$ cat config.mk
export PLATFORM = sky130hd
export DESIGN_NAME = lin_mode_seq
export DESIGN_NICKNAME = d
export VERILOG_FILES = /design/src/rtl/lin_mode_pkg.sv /design/src/rtl/lin_sync_edge.sv /design/src/rtl/lin_blank_timer.sv /design/src/rtl/lin_mode_fsm.sv /design/src/rtl/lin_mode_seq.sv
export SDC_FILE = /design/constraint.sdc
export NUM_CORES = 1
export LEC_CHECK = 0
export BUFFER_PORTS_ARGS = -buffer_cell sky130_fd_sc_hd__buf_2
export CAP_MARGIN = 10
export CORE_MARGIN = 4
export CORE_UTILIZATION = 49
export DETAILED_ROUTE_END_ITERATION = 8
export PLACE_DENSITY = 0.68
export SLEW_MARGIN = 20
export SYNTH_ARGS = -nofsm -noshare
export SYNTH_HDL_FRONTEND = slang
export SYNTH_SLANG_ARGS = --single-unit
export TNS_END_PERCENT = 100
$ cat constraint.sdc
create_clock -name clk -period 2.9 [get_ports clk]
set_input_delay 0.29 -clock clk [delete_from_list [all_inputs] [get_ports clk]]
set_output_delay 0.29 -clock clk [all_outputs]
set_load 0.005 [all_outputs]
$ cat src/rtl/lin_mode_pkg.sv
package lin_mode_pkg;

  typedef enum logic [2:0] {
    MODE_POR    = 3'd0,
    MODE_READY  = 3'd1,
    MODE_READY1 = 3'd2,
    MODE_OPER   = 3'd3,
    MODE_PDOWN  = 3'd4
  } lin_mode_e;

  // Regulator is powered in every ready/operate state, and in
  // power-down once a bus wake request is pending.
  function automatic logic reg_power(lin_mode_e m, logic wake);
    return (m == MODE_READY) || (m == MODE_READY1) || (m == MODE_OPER) ||
           ((m == MODE_PDOWN) && wake);
  endfunction

  // Regulator-backed states where faults and undervoltage act.
  function automatic logic powered_state(lin_mode_e m);
    return (m == MODE_READY) || (m == MODE_READY1) || (m == MODE_OPER);
  endfunction

endpackage

$ cat src/rtl/lin_sync_edge.sv
module lin_sync_edge #(
  parameter int   STAGES  = 2,
  parameter logic RST_VAL = 1'b0
) (
  input  logic clk,
  input  logic rst_n,
  input  logic d_i,
  output logic level_o,
  output logic rise_o,
  output logic fall_o
);
  // pipe[STAGES-1] is the synchronised level, pipe[STAGES] its delayed copy
  logic [STAGES:0] pipe;

  always_ff @(posedge clk or negedge rst_n) begin
    if (!rst_n) pipe <= {(STAGES+1){RST_VAL}};
    else        pipe <= {pipe[STAGES-1:0], d_i};
  end

  assign level_o = pipe[STAGES-1];
  assign rise_o  = pipe[STAGES-1] & ~pipe[STAGES];
  assign fall_o  = ~pipe[STAGES-1] & pipe[STAGES];
endmodule

$ cat src/rtl/lin_blank_timer.sv
module lin_blank_timer #(
  parameter int CYCLES = 60000
) (
  input  logic clk,
  input  logic rst_n,
  input  logic vok_i,
  output logic blank_o
);
  localparam int CW = $clog2(CYCLES + 1);
  localparam logic [CW-1:0] LOAD = CW'(CYCLES);

  logic          vok_q;
  logic [CW-1:0] cnt;
  logic          vok_rise;

  assign vok_rise = vok_i & ~vok_q;

  always_ff @(posedge clk or negedge rst_n) begin
    if (!rst_n) begin
      vok_q <= 1'b0;
      cnt   <= '0;
    end else begin
      vok_q <= vok_i;
      if (vok_rise)        cnt <= LOAD;
      else if (cnt != '0)  cnt <= cnt - 1'b1;
    end
  end

  assign blank_o = ~vok_i | vok_rise | (cnt != '0);
endmodule

$ cat src/rtl/lin_mode_fsm.sv
module lin_mode_fsm
  import lin_mode_pkg::*;
(
  input  logic      clk,
  input  logic      rst_n,
  input  logic      pin_level,
  input  logic      pin_rise,
  input  logic      pin_fall,
  input  logic      bus_fall,
  input  logic      blank,
  input  logic      vok,
  input  logic      vbat_ok,
  input  logic      uv,
  input  logic      fault,
  output lin_mode_e mode,
  output logic      wake_pend
);
  lin_mode_e mode_n;
  logic      wake_n;
  logic      pin_ok;

  assign pin_ok = ~blank & ~fault;

  always_comb begin
    mode_n = mode;
    wake_n = wake_pend;
    case (mode)
      MODE_POR: begin
        wake_n = 1'b0;
        if (vbat_ok) mode_n = pin_level ? MODE_READY1 : MODE_READY;
      end
      MODE_READY: begin
        if (uv)                     mode_n = MODE_POR;
        else if (fault)             mode_n = MODE_READY1;
        else if (pin_ok && pin_rise) mode_n = MODE_OPER;
      end
      MODE_READY1: begin
        if (uv)                     mode_n = MODE_POR;
        else if (fault)             mode_n = MODE_READY1;
        else if (pin_ok && pin_fall) mode_n = MODE_READY;
      end
      MODE_OPER: begin
        if (uv)                     mode_n = MODE_POR;
        else if (fault)             mode_n = MODE_READY1;
        else if (pin_ok && pin_fall) mode_n = MODE_PDOWN;
      end
      MODE_PDOWN: begin
        if (pin_rise) begin
          mode_n = MODE_OPER;
          wake_n = 1'b0;
        end else if (wake_pend && vok) begin
          mode_n = MODE_READY;
          wake_n = 1'b0;
        end else if (bus_fall) begin
          wake_n = 1'b1;
        end
      end
      default: begin
        mode_n = MODE_POR;
        wake_n = 1'b0;
      end
    endcase
  end

  always_ff @(posedge clk or negedge rst_n) begin
    if (!rst_n) begin
      mode      <= MODE_POR;
      wake_pend <= 1'b0;
    end else begin
      mode      <= mode_n;
      wake_pend <= wake_n;
    end
  end
endmodule

$ cat src/rtl/lin_mode_seq.sv
module lin_mode_seq
  import lin_mode_pkg::*;
#(
  parameter int SYNC_STAGES  = 2,
  parameter int BLANK_CYCLES = 60000
) (
  input  logic       clk,
  input  logic       rst_n,
  input  logic       cs_wake_i,
  input  logic       bus_rx_i,
  input  logic       vreg_ok_i,
  input  logic       vbat_start_i,
  input  logic       vreg_uv_i,
  input  logic       thermal_i,
  input  logic       overload_i,
  output logic       reg_en_o,
  output logic       tx_en_o,
  output logic [2:0] mode_o
);
  localparam int NSYNC = 2;   // index 0: pin, index 1: bus
  localparam logic [NSYNC-1:0] SYNC_RST = 2'b10;

  logic [NSYNC-1:0] raw_in, lvl, rise, fall;
  logic             blank_w;
  logic             fault_w;
  logic             wake_pend_w;
  lin_mode_e        mode_w;

  assign raw_in  = {bus_rx_i, cs_wake_i};
  assign fault_w = thermal_i | overload_i;

  for (genvar g = 0; g < NSYNC; g++) begin : g_sync
    lin_sync_edge #(.STAGES(SYNC_STAGES), .RST_VAL(SYNC_RST[g])) u_sync (
      .clk    (clk),
      .rst_n  (rst_n),
      .d_i    (raw_in[g]),
      .level_o(lvl[g]),
      .rise_o (rise[g]),
      .fall_o (fall[g])
    );
  end

  lin_blank_timer #(.CYCLES(BLANK_CYCLES)) u_blank (
    .clk    (clk),
    .rst_n  (rst_n),
    .vok_i  (vreg_ok_i),
    .blank_o(blank_w)
  );

  lin_mode_fsm u_fsm (
    .clk      (clk),
    .rst_n    (rst_n),
    .pin_level(lvl[0]),
    .pin_rise (rise[0]),
    .pin_fall (fall[0]),
    .bus_fall (fall[1]),
    .blank    (blank_w),
    .vok      (vreg_ok_i),
    .vbat_ok  (vbat_start_i),
    .uv       (vreg_uv_i),
    .fault    (fault_w),
    .mode     (mode_w),
    .wake_pend(wake_pend_w)
  );

  assign mode_o   = mode_w;
  assign reg_en_o = reg_power(mode_w, wake_pend_w);
  assign tx_en_o  = (mode_w == MODE_OPER);

  logic unused_ok;
  assign unused_ok = ^{lvl[1], rise[1]};
endmodule

# [After elaboration in Yosys (flattened, before gate mapping)]
# Index checks and enable logic that the tools add are counted.
[totals] output_inout_bits=5 mem_count=0 wordCells=66 inputBits=9 rom_bits=0 register_bits=27 ramBits=0 latchBits=0
[classes] n_eq_ne=10 mux=20 order_cmp=0 reduce_logical=13 div=0 n_shift=0 addsub=1 multipliers=0 n_bitwise=16
[op_table] op="2-to-1 mux 3 bit" count=12
[op_table] op="2-to-1 mux 16 bit" count=2
[op_table] op="nonzero test 16 bit" count=1
[op_table] op="subtractor 16 x 1 -> 16 bit (second input constant)" count=1
[op_table] op="case mux 3 bit (5 select lines)" count=1
[op_table] op="inequality test 4 x 2 -> 1 bit (second input constant)" count=3
[op_table] op="NOT 1 bit" count=8
[op_table] op="== test 3 x 2 -> 1 bit (second input constant)" count=2
[op_table] op="AND 1 bit" count=5
[op_table] op="AND reduction 5 bit" count=1
[op_table] op="logical AND 1 bit" count=4
[op_table] op="inequality test 4 x 1 -> 1 bit (second input constant)" count=1
[op_table] op="== test 3 x 1 -> 1 bit (second input constant)" count=1
[op_table] op="== test 3 bit (second input constant)" count=1
[op_table] op="zero test 3 bit" count=1
[op_table] op="logical OR 1 bit" count=3
[op_table] op="2-to-1 mux 1 bit" count=3
[op_table] op="inequality test 3 x 1 -> 1 bit (second input constant)" count=1
[op_table] op="OR 1 bit" count=3
[op_table] op="OR reduction 3 bit" count=1
[op_table] op="2-to-1 mux 2 bit" count=1
[op_table] op="inequality test 2 bit (second input constant)" count=1
[op_table] op="case mux 1 bit (2 select lines)" count=1
[op_table] op="AND reduction 2 bit" count=1
[op_table] op="nonzero test 2 bit" count=1

# [Depth between registers and ports, before layout]
# Gate-level depths: netlist of run 1.
[logic_depth] depth_word=11 depth_mapped=7 depth_no_buf=7

# [Modules after synthesis]
# From an unflattened synthesis of run 1, not the netlist that was laid out.
[hier_totals] cells_unflattened=148 area_unflattened_um2=1435.1
[modules_own_cells] mod="lin_blank_timer" instances=1 seq_area_each_um2=425.4 cells_each=97 area_per_inst_um2=930.9
[modules_own_cells] mod="lin_mode_fsm" instances=1 seq_area_each_um2=100.1 cells_each=35 area_per_inst_um2=289.0
[modules_own_cells] mod="lin_sync_edge (g_sync[1].u_sync)" instances=1 seq_area_each_um2=78.8 cells_each=5 area_per_inst_um2=93.8
[modules_own_cells] mod="lin_sync_edge (g_sync[0].u_sync)" instances=1 seq_area_each_um2=75.1 cells_each=5 area_per_inst_um2=90.1
[modules_own_cells] mod="lin_mode_seq" instances=1 seq_area_each_um2=0.0 cells_each=6 area_per_inst_um2=31.3

# [Worst setup path after synthesis of run 1]
# Ideal clock, no wire load.
[synth_timing] path_kind="reg-to-reg" startpoint="register u_blank.cnt[0]" endpoint="register u_blank.cnt[15]" t_required_ps=2773 arrival_ps=1593 setup_ps=127 path_slack_ps=1180 stages_incl_launch_ff=8 n_path_buf=0 synth_period_minus_slack_ps=1720 path_cell_list="dfrtp_1 -> inv_1 -> ha_1 -> nor3b_1 -> and2_2 -> or4_4 -> xor2_1 -> nand2_1"
[synth_via] elab_chain_len=3 word_cells_on_any_way=5 classes_between="1 x add/sub; 2 x mux; 2 x reduce/logical"
[synth_lines] element="start: declaration" line="lin_blank_timer.sv:13" source="logic [CW-1:0] cnt;"
[synth_lines] element="start signal: assignment" line="lin_blank_timer.sv:25" source="else if (cnt != '0) cnt <= cnt - 1'b1;"
[synth_lines] element="subtractor 16 x 1 -> 16 bit" line="lin_blank_timer.sv:25"
[synth_lines] element="2-to-1 mux 16 bit" line="lin_blank_timer.sv:25"
[synth_lines] element="2-to-1 mux 16 bit" line="lin_blank_timer.sv:24" source="if (vok_rise) cnt <= LOAD;"
# Several ways; a longest one is shown, not always the timed one. The select of a mux whose other input is x is not followed.
# A chain may end at the register's enable or synchronous reset.

# [Worst setup path in the final report of run 1]
[layout_timing] startpoint="register u_blank.cnt[0]" endpoint="register u_fsm.mode[1]"
[layout_via] elab_chain_len=7 word_cells_on_any_way=10 classes_between="3 x eq/ne; 3 x bitwise; 4 x reduce/logical"
[layout_lines] element="nonzero test 16 bit *" line="lin_blank_timer.sv:29" source="assign blank_o = ~vok_i | vok_rise | (cnt != '0);"
[layout_lines] element="OR 1 bit *" line="lin_blank_timer.sv:29"
[layout_lines] element="NOT 1 bit *" line="lin_mode_fsm.sv:22" source="assign pin_ok = ~blank & ~fault;"
[layout_lines] element="AND 1 bit *" line="lin_mode_fsm.sv:22"
[layout_lines] element="logical AND 1 bit, on equally long branches" line="lin_mode_fsm.sv:40, lin_mode_fsm.sv:45, lin_mode_fsm.sv:35"
[layout_lines] element="inequality test 4 x 2 -> 1 bit (no line)"
[layout_lines] element="AND reduction 5 bit (no line) *"
[layout_lines] element="end signal: assignment" line="lin_mode_fsm.sv:70" source="mode <= mode_n;"
[layout_lines] element="end: declaration" line="lin_mode_fsm.sv:15" source="output lin_mode_e mode,"
# Every way passes the cells marked *; elsewhere a longest branch is shown, timed or not.

==> results of run 1 <==
sequential cells by signal, summed over array words and instances (netlist names):
signal and count:
u_blank.vok_q 1, u_blank.cnt 16, g_sync.u_sync.pipe 6, u_fsm.wake_pend 1, u_fsm.mode 3
power groups by stage:
stage	sequential [mW]	combinational (mW)	clock, mW
global route	0.533	0.315	0.197
global placement	0.525	0.267	0
floorplan	0.504	0.215	0
CTS	0.522	0.279	0.184
detailed placement	0.529	0.277	0
finish	0.522	0.276	0.178
path summary, 6_finish.rpt:
| kind | slack, ns | cells past startpoint | end | startpoint |
|---|---|---|---|---|
| max reg2reg | 1.00 | 7 | u_fsm.mode[1] | u_blank.cnt[0] |
| min reg2reg | 0.37 | 0 | g_sync[1].u_sync.pipe[1] | g_sync[1].u_sync.pipe[0] |
| min in group asynchronous | 0.46 | 2 | u_fsm.mode[2] | rst_n |
| max | 1.00 | 7 | u_fsm.mode[1] | u_blank.cnt[0] |
| max in group asynchronous | 2.05 | 2 | u_blank.cnt[12] | rst_n |
| min | 0.03 | 1 | g_sync[1].u_sync.pipe[0] | bus_rx_i |
cell usage in the layout, fill, tap and decap left out, drive strengths merged, types with 2 or more instances in the layout:
cell,instances
a21oi,4
and2,2
and3,2
buf,13
clkbuf,3
dfrtp,24
dfstp,3
ha,2
inv,7
nand2,12
nand2b,3
nand3,6
nand3b,4
nand4,6
nor2,15
nor2b,3
nor3,5
nor4,4
o21ai,6
xnor2,2
xor2,8
area by class of cell:
type	count	area, sq um	share of cell area (%)
sequential	27	679.4	44.47
clock inverter	1	8.758	0.5733
clock buffer	3	22.52	1.474
multi-input combinational	102	680.7	44.55
tap	31	38.79	2.539
timing repair buffer	14	75.07	4.914
inverter	6	22.52	1.474
logic make-up (layout without fill, tap and decap cells):
family,after synthesis,after routing
buffers and inverters,9,24
AND/OR/NAND/NOR,67,67
adder cells (fa/ha/maj),2,2
XOR/XNOR,10,10
multiplexers,2,2
AO/OA/AOI/OAI,21,21
flip-flops,27,27
repair_timing:
action | in CTS | in global routing
gates resized for setup | 0 | 0
endpoints found under the setup margin | 0 | 0
endpoints found under the hold margin | 24 | 0
hold buffers | 1 | 0
through the flow:
step	power, mW	setup slack, ns
after detailed placement	0.8065	1.044
after global routing	1.045	0.8578
after floorplan	0.7190	1.180
after global placement	0.7922	1.134
after CTS	0.9854	1.017
final	0.9756	1.001
worst max-delay path, delay by kind of cell (launching register included):
kind / cells / cell delay (ns)
DFF: 1 / 0.44
AOI/OAI and AO/OA: 2 / 0.54
adders and majority gates: 1 / 0.14
and+or+nand+nor: 3 / 0.59
buffers and inverters: 1 / 0.09
layer usage:
metal,vias to the layer above,global-route usage (%)
met1,513,22.67
met3,2,4.403
met5,-,0
met2,19,26.44
li1,526,-
met4,0,3.939
==> metrics.txt, run 1 <==
Worst path max stage delay=0.44 ns; overall routing resource usage=16.56%; Critical Path RT=3.14 ns; Layout Area Growth over Synthesis=9.507%; Syn Nets=149; class of the worst hold path=primary input to flip-flop; dominant cell type by area after synthesis=dfrtp_1; initial antenna violation count=0; Worst setup SP type=flip-flop; Setup violations, final=0; largest net degree at the start of global routing=28; crit path cell chain=inv_1 > ha_1 > nor3b_1 > nand2_1 > o31a_1 > a41oi_1 > nand3_1; row count=19; Pint=617.7 uW; Most used DFF post-synth=dfrtp_1; cell area after synthesis=1395 sq um; clock share of power=18.2%; #FFs+latches synth=27; final core occ=55.88%; number of cells produced by synthesis=138; layout cell share with drive strength beyond 1=18.30%; core area=2734 sq um; Peak VDD IR=0.5191 mV; sequential share of the synthesized area=48.70%; Seq pwr share=53.5%; placed cells=179; CTS tree=done; die height=61.36 um; total gr overflow=0; global-route wire length before repair=4664 um; leakage=0.6209 nW; total number of vias=1060; Routed WL per cell=14.52 um; max_slew headroom=52.50%; Die Area=3765 sq um; Slew @ Worst Pin=0.7111 ns; Initial Util=51.03%; post-synthesis compound-gate area fraction=10.31%; fill cell count=245; die width=61.36 um; Max Cap Viol=0; post-synthesis mux area share=1.525%; diode count=0; Final Cycle Share=65.49%; Worst path slowest cell=dfrtp_1; commonest cells in the netlist=24 x dfrtp_1, 15 x nor2_1, 12 x nand2_1, 8 x xor2_1; clock tree buffer depth=2; Worst-path clk slew=0.16 ns; Slew Viols, Final=0; drt pass-1 iters=4; Finished Cell Area=1528 sq um; IO buf count=13; Synth Area in Simple Gates=28.88%; post-synth cell types=45; Root Driver=clkbuf_4; Placed Area=1486 sq um; Fin Hold WS=0.02985 ns; Residual DRC=0; TNS Setup=0 ns; DR WL met2=1276 um; worst skew pair latency=0.34 ns; Max FO, Critical Path=5; fin nets=165; RSZ-0062 raised after global routing=no; FMAX=526.5 MHz; top-count cell post-synth=dfrtp_1; Top Metal Used=met4; DRT antenna net count=0; outcome=complete, no violations; top cells by area, synth=dfrtp_1 43%, dfstp_2 5.7%, xor2_1 5.0%; Post-Layout Cell Count=184; critical path class=flip-flop to flip-flop; clock sinks=27; Detailed Route WL=2671 um; I/O pins=14; post-route minimum period=1.899 ns; post-synthesis adder-cell area fraction=1.794%; met1 WL=1273 um; endpoints failing hold=0; routability cong.=0.8694; asr flop ratio synth=100.0%; Final Skew=0.002160 ns; CTS H-tree depth=1; DR WL met3=100 um; Synth top area share=43.05%; switching part of the total power=36.69%; largest family of logic cells by synthesized area=simple AND/OR/NAND/NOR gates; Synth Area in XOR/XNOR=6.278%; Post CTS Setup Buffer Count=0; Synth Area per Inst=10.11 sq um; Data arrival, critical path=2.14 ns; Psw=357.9 uW; Comb pwr share=28.3%; initial DRC count=80; PwrDens=638.6 nW/um^2; number of synthesized flops with an enable pin=0; dpl hpwl=1935 um; Ys Warns=0; number of global-route vias before repair=1016; Setup crit end kind=flip-flop; Inserted Clock Buffers=3; Vias per Instance=5.761
No activity file was read; power rests on OpenSTA's default activity.
==> run 2: changes to the inputs <==
Settings changed: PLACE_DENSITY 0.68 to 0.71.
Clock period 2.9 ns to 1.6 ns, I/O delays scaled along.
==> run 2 against run 1 <==
  * The run now ends with negative setup slack left
  * Fmax increased by 9.9%
  * Register-to-register slack got worse by 1.1 ns
  * Sequential power rose by 75%
  * Routed wire length up 39%
  * Die area unchanged
  * Global-route usage increased by 1.5 points
  * Total power rose by 130%
==> metrics.txt, run 2 (synthesis gave the netlist of run 1 again) <==
Detailed Route WL=3718 um (was 2671 um); Finished Cell Area=1929 sq um (was 1528 sq um); Worst setup SP type=flip-flop (unchanged); Initial Util=51.03% (unchanged); Inserted Clock Buffers=3 (unchanged); global-route wire length before repair=5002 um (was 4664 um); CTS H-tree depth=1 (unchanged); pre-CTS setup slack=-0.1190 ns (was 1.044 ns); Fin Hold WS=0.1806 ns (was 0.02985 ns); Seq pwr share=41.1% (was 53.5%); fill cell count=208 (was 245); Worst path slowest cell=dfrtp_1 (unchanged); max_slew headroom=60.28% (was 52.50%); total power=2.218 mW (was 975.6 uW); core area=2734 sq um (unchanged); CTS tree=done (unchanged); Critical Path RT=1.85 ns (was 3.14 ns); Psw=804.9 uW (was 357.9 uW); leakage=0.8471 nW (was 0.6209 nW); biggest regs=u_blank.cnt: 16 flops, g_sync.u_sync.pipe: 6 flops, u_fsm.mode: 3 flops (unchanged); total number of vias=1304 (was 1060); switching part of the total power=36.29% (was 36.69%); Pint=1.413 mW (was 617.7 uW); final core occ=70.57% (was 55.88%); Root Driver=clkbuf_4 (unchanged); routability cong.=0.8916 (was 0.8694); layout cell share with drive strength beyond 1=42.93% (was 18.30%); total gr overflow=0 (unchanged); critical path class=flip-flop to flip-flop (unchanged); Slew @ Worst Pin=0.5959 ns (was 0.7111 ns); Placed Area=1682 sq um (was 1486 sq um); initial DRC count=75 (was 80); max FFs per register=16 (unchanged); Vias per Instance=5.874 (was 5.761); register bank with the most flops=u_blank.cnt (unchanged); endpoints failing hold=0 (unchanged); DRT antenna net count=0 (unchanged); die height=61.36 um (unchanged); diode count=0 (unchanged); number of global-route vias before repair=1119 (was 1016); Residual DRC=0 (unchanged); Slew Viols, Final=0 (unchanged); die width=61.36 um (unchanged); Setup violations, final=15 (was 0); Comb pwr share=43.9% (was 28.3%); placed cells=203 (was 179); Peak VDD IR=0.8925 mV (was 0.5191 mV); largest net degree at the start of global routing=28 (unchanged); post-route minimum period=1.728 ns (was 1.899 ns); Max FO, Critical Path=6 (was 5); Post-Layout Cell Count=222 (was 184); Routed WL per cell=16.75 um (was 14.52 um); CP Buf/Inv Count=2 (was 1); Final Cycle Share=108.0% (was 65.49%); Data arrival, critical path=1.98 ns (was 2.14 ns); outcome=finished with violations (was complete, no violations); TNS Setup=-1.159 ns (was 0 ns); overall routing resource usage=18.09% (was 16.56%); violated checks=negative setup slack; Final Skew=0.007734 ns (was 0.002160 ns); FMAX=578.8 MHz (was 526.5 MHz); delay-heaviest family, CP=simple AND/OR/NAND/NOR gates (unchanged); initial antenna violation count=0 (unchanged); Layout Area Growth over Synthesis=38.30% (was 9.507%); dpl hpwl=2257 um (was 1935 um); clock share of power=14.9% (was 18.2%); Setup crit end kind=flip-flop (unchanged); PwrDens=1150 nW/um^2 (was 638.6 nW/um^2); drt pass-1 iters=4 (unchanged); I/O pins=14 (unchanged); Max Cap Viol=0 (unchanged); RSZ-0062 raised after global routing=yes (was no); Die Area=3765 sq um (unchanged); Worst-path clk slew=0.16 ns (about the same); commonest non-fill, non-tap cells in the layout=32 x buf_4, 22 x dfrtp_1, 13 x nor2_1, 13 x buf_2, 10 x nand2_1 (was 24 x dfrtp_1, 15 x nor2_1, 13 x buf_2, 12 x nand2_1, 8 x xor2_1); row count=19 (unchanged); slack of the critical path=-0.1276 ns (was 1.001 ns); clock sinks=27 (unchanged); IO buf count=13 (unchanged); class of the worst hold path=primary input to flip-flop (unchanged); commonest non-fill, non-tap cell in the layout=buf_4 (was dfrtp_1); Worst path max stage delay=0.44 ns (about the same); worst skew pair latency=0.35 ns (was 0.34 ns); clock tree buffer depth=2 (unchanged); fin nets=203 (was 165); crit path cell chain=nor4_4 > buf_4 > nand4b_1 > buf_6 > nand4_1 > xor2_1 > nor2_1 (was inv_1 > ha_1 > nor3b_1 > nand2_1 > o31a_1 > a41oi_1 > nand3_1)
run 2: changes by cell type in the layout (fill, tap and decap cells not counted), sizes merged:
cell / previous run / this run
buf: 13 / 48
dlygate4sd3: 1 / 4
run 2: worst register-to-register path: stages, from the launching register on:
cell and delay [ns]:
dfrtp_1 0.44, nor4_4 0.36, buf_4 0.19, nand4b_1 0.16, buf_6 0.19, nand4_1 0.10
xor2_1 0.16, nor2_1 0.06
run 2: power groups by stage:
stage	combinational (mW)	clock (mW)	sequential (mW)
5_1_grt	1.07	0.363	0.925
2_1_floorplan	0.397	0	0.913
4_1_cts	0.809	0.337	0.893
6_report	0.974	0.332	0.912
3_3_place_gp	0.731	0	0.904
3_5_place_dp	0.757	0	0.912
run 2: final timing paths:
check	from	depth (start not counted)	slack, ns	end
max	u_blank.cnt[11]	7	-0.13	u_blank.cnt[8]
min	thermal_i	4	0.18	u_fsm.mode[1]
max reg2reg	u_blank.cnt[11]	7	-0.13	u_blank.cnt[8]
min reg2reg	g_sync[0].u_sync.pipe[0]	0	0.37	g_sync[0].u_sync.pipe[1]
max in group asynchronous	rst_n	2	0.87	u_fsm.mode[0]
min in group asynchronous	rst_n	2	0.32	u_fsm.mode[1]
run 2: final cells by class:
class,instances,area (sq um),share of cell area (%)
Clock buffer,3,22.52,1.167
Clock inverter,1,8.758,0.4540
Timing Repair Buffer,52,379.1,19.65
Tap cell,31,38.79,2.010
Multi-Input combinational cell,102,775.7,40.21
Sequential cell,27,681.9,35.34
Inverter,6,22.52,1.167
run 2: per-layer routing:
layer	global-route usage [%]	up-vias	wire length [um]
li1	-	599	-
met1	24.43	650	1574
met2	28.55	43	1858
met3	3.354	12	174
met4	7.879	0	111
met5	0	-	0
run 2: repair_timing:
| item | CTS | global route |
|---|---|---|
| setup endpoints to repair | 14 | 18 |
| pin swaps | 12 | 15 |
| hold buffers | 4 | 0 |
| gates resized for setup | 6 | 19 |
| endpoints found under the hold margin | 27 | 0 |
| buffers inserted | 2 | 9 |
